File: src/rtl/dbb_pkg.sv
package dbb_pkg;
    localparam int DW = 32;
    localparam int AW = 32;

    typedef enum logic [1:0] {
        PH_IDLE = 2'd0,
        PH_WAIT = 2'd1,
        PH_ACK  = 2'd2
    } phase_e;
endpackage

File: src/rtl/dbb_decode.sv
module dbb_decode #(
    parameter int                    NB   = 4,
    parameter int                    WB   = 6,
    parameter logic [dbb_pkg::AW-1:0] BASE = 32'h0300_0000
) (
    input  logic [dbb_pkg::AW-1:0] addr,
    output logic [NB-1:0]          sel
);
    // Window k starts at BASE plus one window size shifted left by k.
    for (genvar k = 0; k < NB; k++) begin : g_win
        localparam logic [dbb_pkg::AW-1:0] WSTART = BASE + (32'd1 << (WB + k));
        assign sel[k] = (addr[dbb_pkg::AW-1:WB] == WSTART[dbb_pkg::AW-1:WB]);
    end
endmodule

File: src/rtl/dbb_regfile.sv
module dbb_regfile #(
    parameter int REGS = 16,
    parameter int IW   = 4
) (
    input  logic                   clk,
    input  logic                   rst_n,
    input  logic                   we,
    input  logic                   clr,
    input  logic                   evt,
    input  logic [IW-1:0]          idx,
    input  logic [dbb_pkg::DW-1:0] wdata,
    output logic [dbb_pkg::DW-1:0] rdata,
    output logic                   flag
);
    typedef struct packed {
        logic [REGS-1:0][dbb_pkg::DW-1:0] mem;
        logic                             flag;
    } rf_s;

    rf_s rf_d, rf_q;

    always_comb begin
        rf_d = rf_q;
        if (we && (idx != '0)) begin
            rf_d.mem[idx] = wdata;
        end
        if (evt) begin
            rf_d.flag = 1'b1;
        end else if (clr) begin
            rf_d.flag = 1'b0;
        end
    end

    always_ff @(posedge clk or negedge rst_n) begin
        if (!rst_n) begin
            rf_q <= '0;
        end else begin
            rf_q <= rf_d;
        end
    end

    assign rdata = (idx == '0) ? {{(dbb_pkg::DW-1){1'b0}}, rf_q.flag} : rf_q.mem[idx];
    assign flag  = rf_q.flag;
endmodule

File: src/rtl/dbb_fsm.sv
module dbb_fsm #(
    parameter int NB       = 4,
    parameter int IW       = 4,
    parameter int WAIT_CYC = 2
) (
    input  logic                   clk,
    input  logic                   rst_n,
    input  logic                   strb_n,
    input  logic                   rd,
    input  logic [NB-1:0]          dec_sel,
    input  logic [IW-1:0]          dec_idx,
    input  logic [dbb_pkg::DW-1:0] wdata,
    input  logic [dbb_pkg::DW-1:0] rd_word,
    output logic                   active,
    output logic [NB-1:0]          sel,
    output logic                   acc_rd,
    output logic [IW-1:0]          idx,
    output logic [dbb_pkg::DW-1:0] acc_wdata,
    output logic                   fire,
    output logic                   rdy,
    output logic [dbb_pkg::DW-1:0] rdata
);
    import dbb_pkg::*;

    localparam int CW = $clog2(WAIT_CYC + 1);
    localparam logic [CW-1:0] CNT_END = CW'(WAIT_CYC);

    typedef struct packed {
        phase_e          phase;
        logic [CW-1:0]   cnt;
        logic [NB-1:0]   sel;
        logic            rd;
        logic [IW-1:0]   idx;
        logic [DW-1:0]   wdata;
        logic            rdy;
        logic [DW-1:0]   rdata;
    } fsm_s;

    fsm_s st_d, st_q;
    logic fire_c;

    assign fire_c = (st_q.phase == PH_WAIT) && (st_q.cnt == CNT_END);

    always_comb begin
        st_d = st_q;
        unique case (st_q.phase)
            PH_IDLE: begin
                if (!strb_n) begin
                    st_d.phase = PH_WAIT;
                    st_d.cnt   = CW'(1);
                    st_d.sel   = dec_sel;
                    st_d.rd    = rd;
                    st_d.idx   = dec_idx;
                    st_d.wdata = wdata;
                end
            end
            PH_WAIT: begin
                if (fire_c) begin
                    st_d.phase = PH_ACK;
                    st_d.rdy   = 1'b1;
                    st_d.rdata = st_q.rd ? rd_word : '0;
                end else begin
                    st_d.cnt = st_q.cnt + CW'(1);
                end
            end
            PH_ACK: begin
                if (strb_n) begin
                    st_d.phase = PH_IDLE;
                    st_d.rdy   = 1'b0;
                    st_d.rdata = '0;
                    st_d.sel   = '0;
                    st_d.cnt   = '0;
                end
            end
            default: st_d = '0;
        endcase
    end

    always_ff @(posedge clk or negedge rst_n) begin
        if (!rst_n) begin
            st_q <= '0;
        end else begin
            st_q <= st_d;
        end
    end

    assign active    = (st_q.phase != PH_IDLE);
    assign sel       = st_q.sel;
    assign acc_rd    = st_q.rd;
    assign idx       = st_q.idx;
    assign acc_wdata = st_q.wdata;
    assign fire      = fire_c;
    assign rdy       = st_q.rdy;
    assign rdata     = st_q.rdata;
endmodule

File: src/rtl/dsp_board_bus.sv
module dsp_board_bus #(
    parameter int          NUM_BRD   = 4,
    parameter int          REGS      = 16,
    parameter int          WAIT_CYC  = 2,
    parameter logic [31:0] BASE_ADDR = 32'h0300_0000
) (
    input  logic               clk,
    input  logic               rst_n,
    input  logic               dsp_strb_n,
    input  logic               dsp_rd,
    input  logic [31:0]        dsp_addr,
    input  logic [31:0]        dsp_wdata,
    output logic [31:0]        dsp_rdata,
    output logic               dsp_rdy,
    output logic [NUM_BRD-1:0] brd_strb_n,
    output logic [NUM_BRD-1:0] brd_rd,
    output logic [NUM_BRD-1:0] brd_rdy,
    input  logic [NUM_BRD-1:0] brd_evt,
    output logic [NUM_BRD-1:0] brd_irq
);
    localparam int WIN_BYTES = REGS * 4;
    localparam int WB        = $clog2(WIN_BYTES);
    localparam int IW        = $clog2(REGS);

    logic [NUM_BRD-1:0] dec_sel;
    logic [NUM_BRD-1:0] sel;
    logic               active;
    logic               acc_rd;
    logic [IW-1:0]      idx;
    logic [31:0]        acc_wdata;
    logic               fire;
    logic [31:0]        rd_word;
    logic [31:0]        rf_rdata [NUM_BRD];

    dbb_decode #(
        .NB   (NUM_BRD),
        .WB   (WB),
        .BASE (BASE_ADDR)
    ) u_decode (
        .addr (dsp_addr),
        .sel  (dec_sel)
    );

    dbb_fsm #(
        .NB       (NUM_BRD),
        .IW       (IW),
        .WAIT_CYC (WAIT_CYC)
    ) u_fsm (
        .clk       (clk),
        .rst_n     (rst_n),
        .strb_n    (dsp_strb_n),
        .rd        (dsp_rd),
        .dec_sel   (dec_sel),
        .dec_idx   (dsp_addr[WB-1:2]),
        .wdata     (dsp_wdata),
        .rd_word   (rd_word),
        .active    (active),
        .sel       (sel),
        .acc_rd    (acc_rd),
        .idx       (idx),
        .acc_wdata (acc_wdata),
        .fire      (fire),
        .rdy       (dsp_rdy),
        .rdata     (dsp_rdata)
    );

    for (genvar b = 0; b < NUM_BRD; b++) begin : g_brd
        dbb_regfile #(
            .REGS (REGS),
            .IW   (IW)
        ) u_rf (
            .clk   (clk),
            .rst_n (rst_n),
            .we    (fire && !acc_rd && sel[b]),
            .clr   (fire && acc_rd && sel[b] && (idx == '0)),
            .evt   (brd_evt[b]),
            .idx   (idx),
            .wdata (acc_wdata),
            .rdata (rf_rdata[b]),
            .flag  (brd_irq[b])
        );

        assign brd_strb_n[b] = !(active && sel[b]);
        assign brd_rd[b]     = sel[b] ? acc_rd : 1'b1;
        assign brd_rdy[b]    = dsp_rdy && sel[b];
    end

    always_comb begin
        rd_word = '0;
        for (int b = 0; b < NUM_BRD; b++) begin
            if (sel[b]) begin
                rd_word = rd_word | rf_rdata[b];
            end
        end
    end
endmodule

File: config.mk
export PLATFORM = sky130hd
export DESIGN_NAME = dsp_board_bus
export DESIGN_NICKNAME = d
export VERILOG_FILES = /design/src/rtl/dbb_pkg.sv /design/src/rtl/dbb_decode.sv /design/src/rtl/dbb_regfile.sv /design/src/rtl/dbb_fsm.sv /design/src/rtl/dsp_board_bus.sv
export SDC_FILE = /design/constraint.sdc
export NUM_CORES = 2
export LEC_CHECK = 0
export CAP_MARGIN = 20
export CORE_MARGIN = 2
export CORE_UTILIZATION = 55
export DETAILED_ROUTE_END_ITERATION = 8
export PLACE_DENSITY = 0.77
export SYNTH_ARGS = -nofsm -noshare
export SYNTH_HDL_FRONTEND = slang
export SYNTH_SLANG_ARGS = --single-unit
export TNS_END_PERCENT = 30
File: constraint.sdc
create_clock -name clk -period 4.1 [get_ports clk]
set_clock_uncertainty 0.2 [all_clocks]
set_input_delay 0.615 -clock clk [delete_from_list [all_inputs] [get_ports clk]]
set_output_delay 0.615 -clock clk [all_outputs]
set_load 0.03 [all_outputs]
Word level (Yosys, flattened, before mapping)
Cells that the tools add are included.

Flip-flop bits (word level): 2130. Input bits: 72. Output and inout port bits: 49. Word-level logic and storage cells: 188.

Add/sub/neg operators: 1. Magnitude comparators: 2. Eq/ne operators: 11. Mux-type cells: 45. Bitwise logic cells: 6. Reductions and logical operators: 47.

Operators with widths (count): $bwmux 512 (4); $bmux 32 s4 (4); $mux 32 (14); $demux 32 s4 (1); $eq 26x20->1 const B (4); $pmux 33 s3 (1); $or 32x32->32 (3); $pmux 37 s2 (1); $mux 33 (2); $mux 45 (1); $logic_and 1x1->1 (28); $pmux 4 s3 (2); $mux 1 (12); $reduce_and 3->1 (4); $reduce_bool 2->1 (5); $mux 8 (1); $ne 2x2->1 const B (4); $logic_not 1->1 (5); $lt 4x5->1 const B (1); $eq 2x2->1 const B (2); $ge 4x1->1 const B (1); $logic_not 4->1 (1); $mux 2 (2); $reduce_bool 4->1 (1); 6 further kinds (8).

Longest topological paths before layout
Word-level depth: 13. Depth in mapped cells: 11. Mapped depth without buffers: 7.

By module
Synthesis repeated with hierarchy kept, for this count alone.

Cell total of the unflattened synthesis: 6328. Area total of the unflattened synthesis: 95803.1 um2.

Modules (own cells, without submodules): dbb_regfile (g_brd[0].u_rf ...) (instances 3, cells each 1443, area each 22955.8 um2, sequential area each 12812.3 um2); dbb_regfile (g_brd[3].u_rf) (instances 1, cells each 1455, area each 22021.1 um2, sequential area each 12036.5 um2); dbb_fsm (instances 1, cells each 392, area each 3945.0 um2, sequential area each 1951.9 um2); dsp_board_bus (instances 1, cells each 134, area each 828.3 um2, sequential area each 0.0 um2); dbb_decode (instances 1, cells each 18, area each 141.4 um2, sequential area each 0.0 um2).

Worst setup path before layout
OpenSTA, ideal clock, no wires.

Kind: reg2reg. From: register u_fsm.st_q, in the netlist u_fsm.idx[1]. To: register u_fsm.st_q, in the netlist u_fsm.rdata[14]. Setup time: 0.139 ns. Arrival time: 2.296 ns. Data required time: 3.761 ns. Slack: 1.465 ns. Stages on the path, launching flop included: 9. Buffers on the path: 4. Clock period less this slack: 2.635 ns. Path through: dfrtp_1 > buf_6 > buf_2 > buf_2 > buf_1 > mux4_2 > a22oi_1 > a21oi_1 > or4_1.

Cells in the longest elaborated chain, start to end: 13. Elaborated cells between the ends (all ways): 23. Those cells by class: mux (19); bitwise (3); reduce/logical (1).

Ends and longest elaborated chain: from (decl) (line dbb_fsm.sv:39) `fsm_s st_d, st_q;`; from (signal assigned) (line dbb_fsm.sv:83) `st_q <= st_d;`; $bmux 32 s4 (line dbb_regfile.sv:42) `assign rdata = (idx == '0) ? {{(dbb_pkg::DW-1){1'b0}}, rf_q.flag} : rf_q.mem[idx];`; $mux 32 (not written as such) (line dbb_regfile.sv:42); $mux 32 (line dbb_regfile.sv:42); $mux 32 (line dsp_board_bus.sv:91) `if (sel[b]) begin`; $or 32x32->32 (line dsp_board_bus.sv:92) `rd_word = rd_word | rf_rdata[b];`; $mux 32 (line dsp_board_bus.sv:91); $or 32x32->32 (line dsp_board_bus.sv:92); $mux 32 (line dsp_board_bus.sv:91); $or 32x32->32 (line dsp_board_bus.sv:92); $mux 32 * (line dsp_board_bus.sv:91); $mux 32 * (line dbb_fsm.sv:61) `st_d.rdata = st_q.rd ? rd_word : '0;`; $mux 33 * (line dbb_fsm.sv:58) `if (fire_c) begin`; $pmux 33 s3 * (line dbb_fsm.sv:46) `unique case (st_q.phase)`.

Mark *: on every way between the ends. The rest lies on a longest branch, timed or not. The select of a mux whose other input is x is not followed. A chain may end at the register's enable or synchronous reset.

Worst setup path after layout
From: register u_fsm.st_q[76] (netlist bit). To: output port brd_strb_n[1].

Cells in the longest elaborated chain, start to end: 3.

Ends and longest elaborated chain: $reduce_bool 2->1 (line dbb_fsm.sv:87) `assign active = (st_q.phase != PH_IDLE);`; $logic_and 1x1->1 (line dsp_board_bus.sv:83) `assign brd_strb_n[b] = !(active && sel[b]);`; $logic_not 1->1 (line dsp_board_bus.sv:83); to (decl) (line dsp_board_bus.sv:15) `output logic [NUM_BRD-1:0] brd_strb_n,`.

No other way between the ends.

==> reports/results.txt <==
The critical path startpoint category is a flip-flop. The run gives 3280 ps as the critical path data required time. The logs give 6,071 for the count of nets after finishing and 0 for the post-cts resize count.

The most common flop cell mapped by yosys was dfrtp_1. The tools report the number of setup buffers added after CTS as 0. Highest fanout seen on the critical path: 17. In this run the static leakage power is 50.8 nW. Counting tap cells, the placed design contains a total of 7,988 instances.

Most common library cell in the layout ignoring fill and taps: dfrtp_1. The HPWL after detailed placement came out at 145,000 microns. In the final routed layout, each cell accounts on average for 28.2 microns.

Once layout is complete, the cells apart from fillers number 8,384. The run gives 97,600 sq um as the total cell area at the placement stage. In this run the core area contains 151 standard-cell rows. Setup repair after global routing left no endpoint under its margin. Sequential-to-total area share from yosys stat: 0.560. Counting the buffers created by CTS gives 206.

The measured slew at the worst slew-check pin was 1050 ps; the share of final-layout standard cells stronger than drive strength 1 was 0.492. The global routing usage summed across all routing layers is 0.275. The count of hold buffers inserted by post-cts repair was 1. The top cell types in the final layout, fill and taps aside, are 2,067 x dfrtp_1, 1,859 x mux2_2, 469 x mux4_2, 208 x clkbuf_16, 200 x buf_4. 121 I/O pins were placed. The run gives 3 as the buffer levels on the longest clock path. Dividing the detail-routed via count by the number of cells gives 6.41. Number of max-slew violations in the final report: 0. The number of buffers and inverters on the critical path is 3.

The cell count after synthesis came out at 6,124. The number of flops mapped to enable cells by yosys is 0. The number of global-route vias before repair was 57,230; the aggregate negative setup slack was 0 ps.

The Yosys step of the flow raised 0 warnings. Setup violations remaining at the end of the flow were counted as 0. Clock latency on the worst-skew pair, taken at its later pin, is 860 ps.

The clock tree root driver cell is clkbuf_16. The first global-routing pass estimated 361,000 microns of wire. Input and output buffers added on the ports amount to 118. At the worst endpoint, the arrival time is 2930 ps.

The slowest stage of the critical path belongs to the cell clkdlybuf4s50_1. Entering global routing, the biggest net connects 181 pins. Grouping stages by cell kind, the critical path spends the most delay in buffers and inverters. The synthesized area per cell was 15.3 sq um.

The cell area power density is 471 nW/um^2. The core region is 169,000 sq um. For the number of antenna violations at the first check in global routing, the log shows 4.

The run gives 174,000 sq um as the total die area. The synthesized flop and latch total was 2,101. After synthesis the cells add up to 93,900 sq um. The worst setup path is of the flip-flop to output pin kind.

The H-tree was split into 4 levels. For the peak ir drop on the vdd network, the log shows 0.423 mV. In this run the vertical extent of the chip is 417 microns. The first detailed-routing pass took 5 iterations.

For the number of unique standard cell types used by synthesis, the log shows 62. Traced cell by cell, the critical path runs through inv_1, ha_4, inv_1, nand2_1, clkdlybuf4s50_1. Compared with the post-synthesis result, the final layout area differs by 11.5%. Initial core utilization: 0.554. When the netlist entered floorplanning its net count stood at 6,200. The cell that appears most often on the critical path is inv_1. Subtracting the final worst setup slack from the clock period gives 3740 ps. The share of the clock period used by the worst path after layout is 0.912. The worst setup path is captured at an output pin. Summed over all layers, the routed wires come to 236,000 microns. The flow ran to the end, and the final reports show no timing, DRC or antenna violations. The worst slew margin relative to its limit was 0.299; the number of remaining DRC errors was 0. The type of the worst min-delay path is input port to asynchronous set/reset pin. TritonCTS built the clock tree. The async set-reset flop share out of synthesis was 1.00; the hold violation count in the final report was 0. Based on the critical path, the design can be clocked at up to 267 MHz.

Once detail routing completed, the nets flagged for antenna violations numbered 0. Summing all non-filler instances in the final layout gives an area of 105,000 sq um. Global routing finished with a remaining overflow of 0.

The routed layout has 53,733 vias. The width of the die was 417 microns. The max-cap check violation count was 0; the violation count after the first detailed-route iteration was 4,495. Clock tree synthesis found a total of 2,101 sinks.

Routability-driven placement finished with a final weighted congestion of 0.837. Clock transition at the registers of the reported paths: 60 ps. The delay contributed by the slowest stage of the critical path came out at 700 ps.
## where the power goes
group	total [W]	switching [W]	internal [W]
logic	0.00853	0.00581	0.00271
clock network	0.0188	0.00805	0.0108
registers	0.0220	0.00104	0.0209
total	0.0493	0.0149	0.0344
## kinds of logic after synthesis
family / count (synthesis) / share of synthesized area
and+or+nand+nor: 410 / 0.0212
adders and majority gates: 4 / 0.000533
buffers and inverters: 743 / 0.0363
DFF: 2101 / 0.560
AOI/OAI and AO/OA: 389 / 0.0297
muxes: 2477 / 0.353
## per-stage QoR
| step | hold WS, ps | setup WS (ps) | utilization | total power (W) |
|---|---|---|---|---|
| floorplan | 119 | 1470 | - | 0.0270 |
| global placement | 160 | 551 | 0.576 | 0.0305 |
| detailed placement | 163 | 518 | 0.576 | 0.0306 |
| CTS | 59.5 | 331 | 0.616 | 0.0493 |
| global route | 90.2 | 301 | 0.618 | 0.0510 |
| finish | 87.3 | 359 | 0.618 | 0.0493 |
## area by class of cell
type | count | area [sq um]
multi-input combinational | 3280 | 38300
antenna | 7 | 17.5
clock buffer | 317 | 6080
tap | 2218 | 2780
inverter | 11 | 42.5
timing repair buffer | 395 | 4250
fill | 12109 | 64800
sequential | 2101 | 52600
clock inverter | 55 | 619
## synth_stat cells (31+ instances only)
cell	number	area [sq um]
nand2_1	150	563
a21oi_1	38	190
clkbuf_1	375	1410
mux2_1	96	1080
buf_4	55	413
a22oi_1	115	863
mux2_2	1859	20900
dfrtp_1	2101	52600
nor2_1	68	255
a22o_1	62	543
mux2i_1	53	531
nand3_1	55	275
buf_2	268	1340
a221oi_1	31	272
o21ai_0	70	350
mux4_2	469	10600
## worst reg2reg max path, cell delays in order (launching register included)
cell	delay [ps]
dfrtp_4	850
buf_4	480
mux4_2	560
a22o_1	360
a221oi_1	310
nand3_1	240
a2111o_1	470
## worst paths after layout
kind | start | end | slack, ps | depth (start not counted)
setup reg to reg | u_fsm.idx[0]$_DFFE_PN0P_ | u_fsm.rdata[3]$_DFFE_PN0P_ | 510 | 6
setup / recovery | u_fsm.st_q[76]$_DFFE_PN0P_ | brd_strb_n[1] | 360 | 5
max in group asynchronous | rst_n | g_brd[0].u_rf.rf_q[435]$_DFFE_PN0P_ | 2180 | 4
min in group clk | dsp_wdata[25] | u_fsm.acc_wdata[25]$_DFFE_PN0P_ | 110 | 3
hold / removal | rst_n | g_brd[2].u_rf.rf_q[297]$_DFFE_PN0P_ | 90 | 2
hold reg to reg | g_brd[2].u_rf.rf_q[24]$_DFFE_PN0P_ | g_brd[2].u_rf.rf_q[24]$_DFFE_PN0P_ | 170 | 0
## sequential cells by signal, indices dropped and copies added (netlist names)
register	count
g_brd.u_rf.rf_q	2019
u_fsm.acc_wdata	32
u_fsm.rdata	32
g_brd.u_rf.flag	4
u_fsm.idx	4
u_fsm.sel	4
u_fsm.st_q	4
u_fsm.acc_rd	1
u_fsm.rdy	1
## metal layers
metal	track usage	wire length (microns)	vias up
met5	0	13	-
met4	0.109	9530	2
met3	0.0429	13500	432
met2	0.439	113000	1591
met1	0.383	99600	29354
li1	-	-	22354
Note: power is estimated with default switching activity, not from simulation.
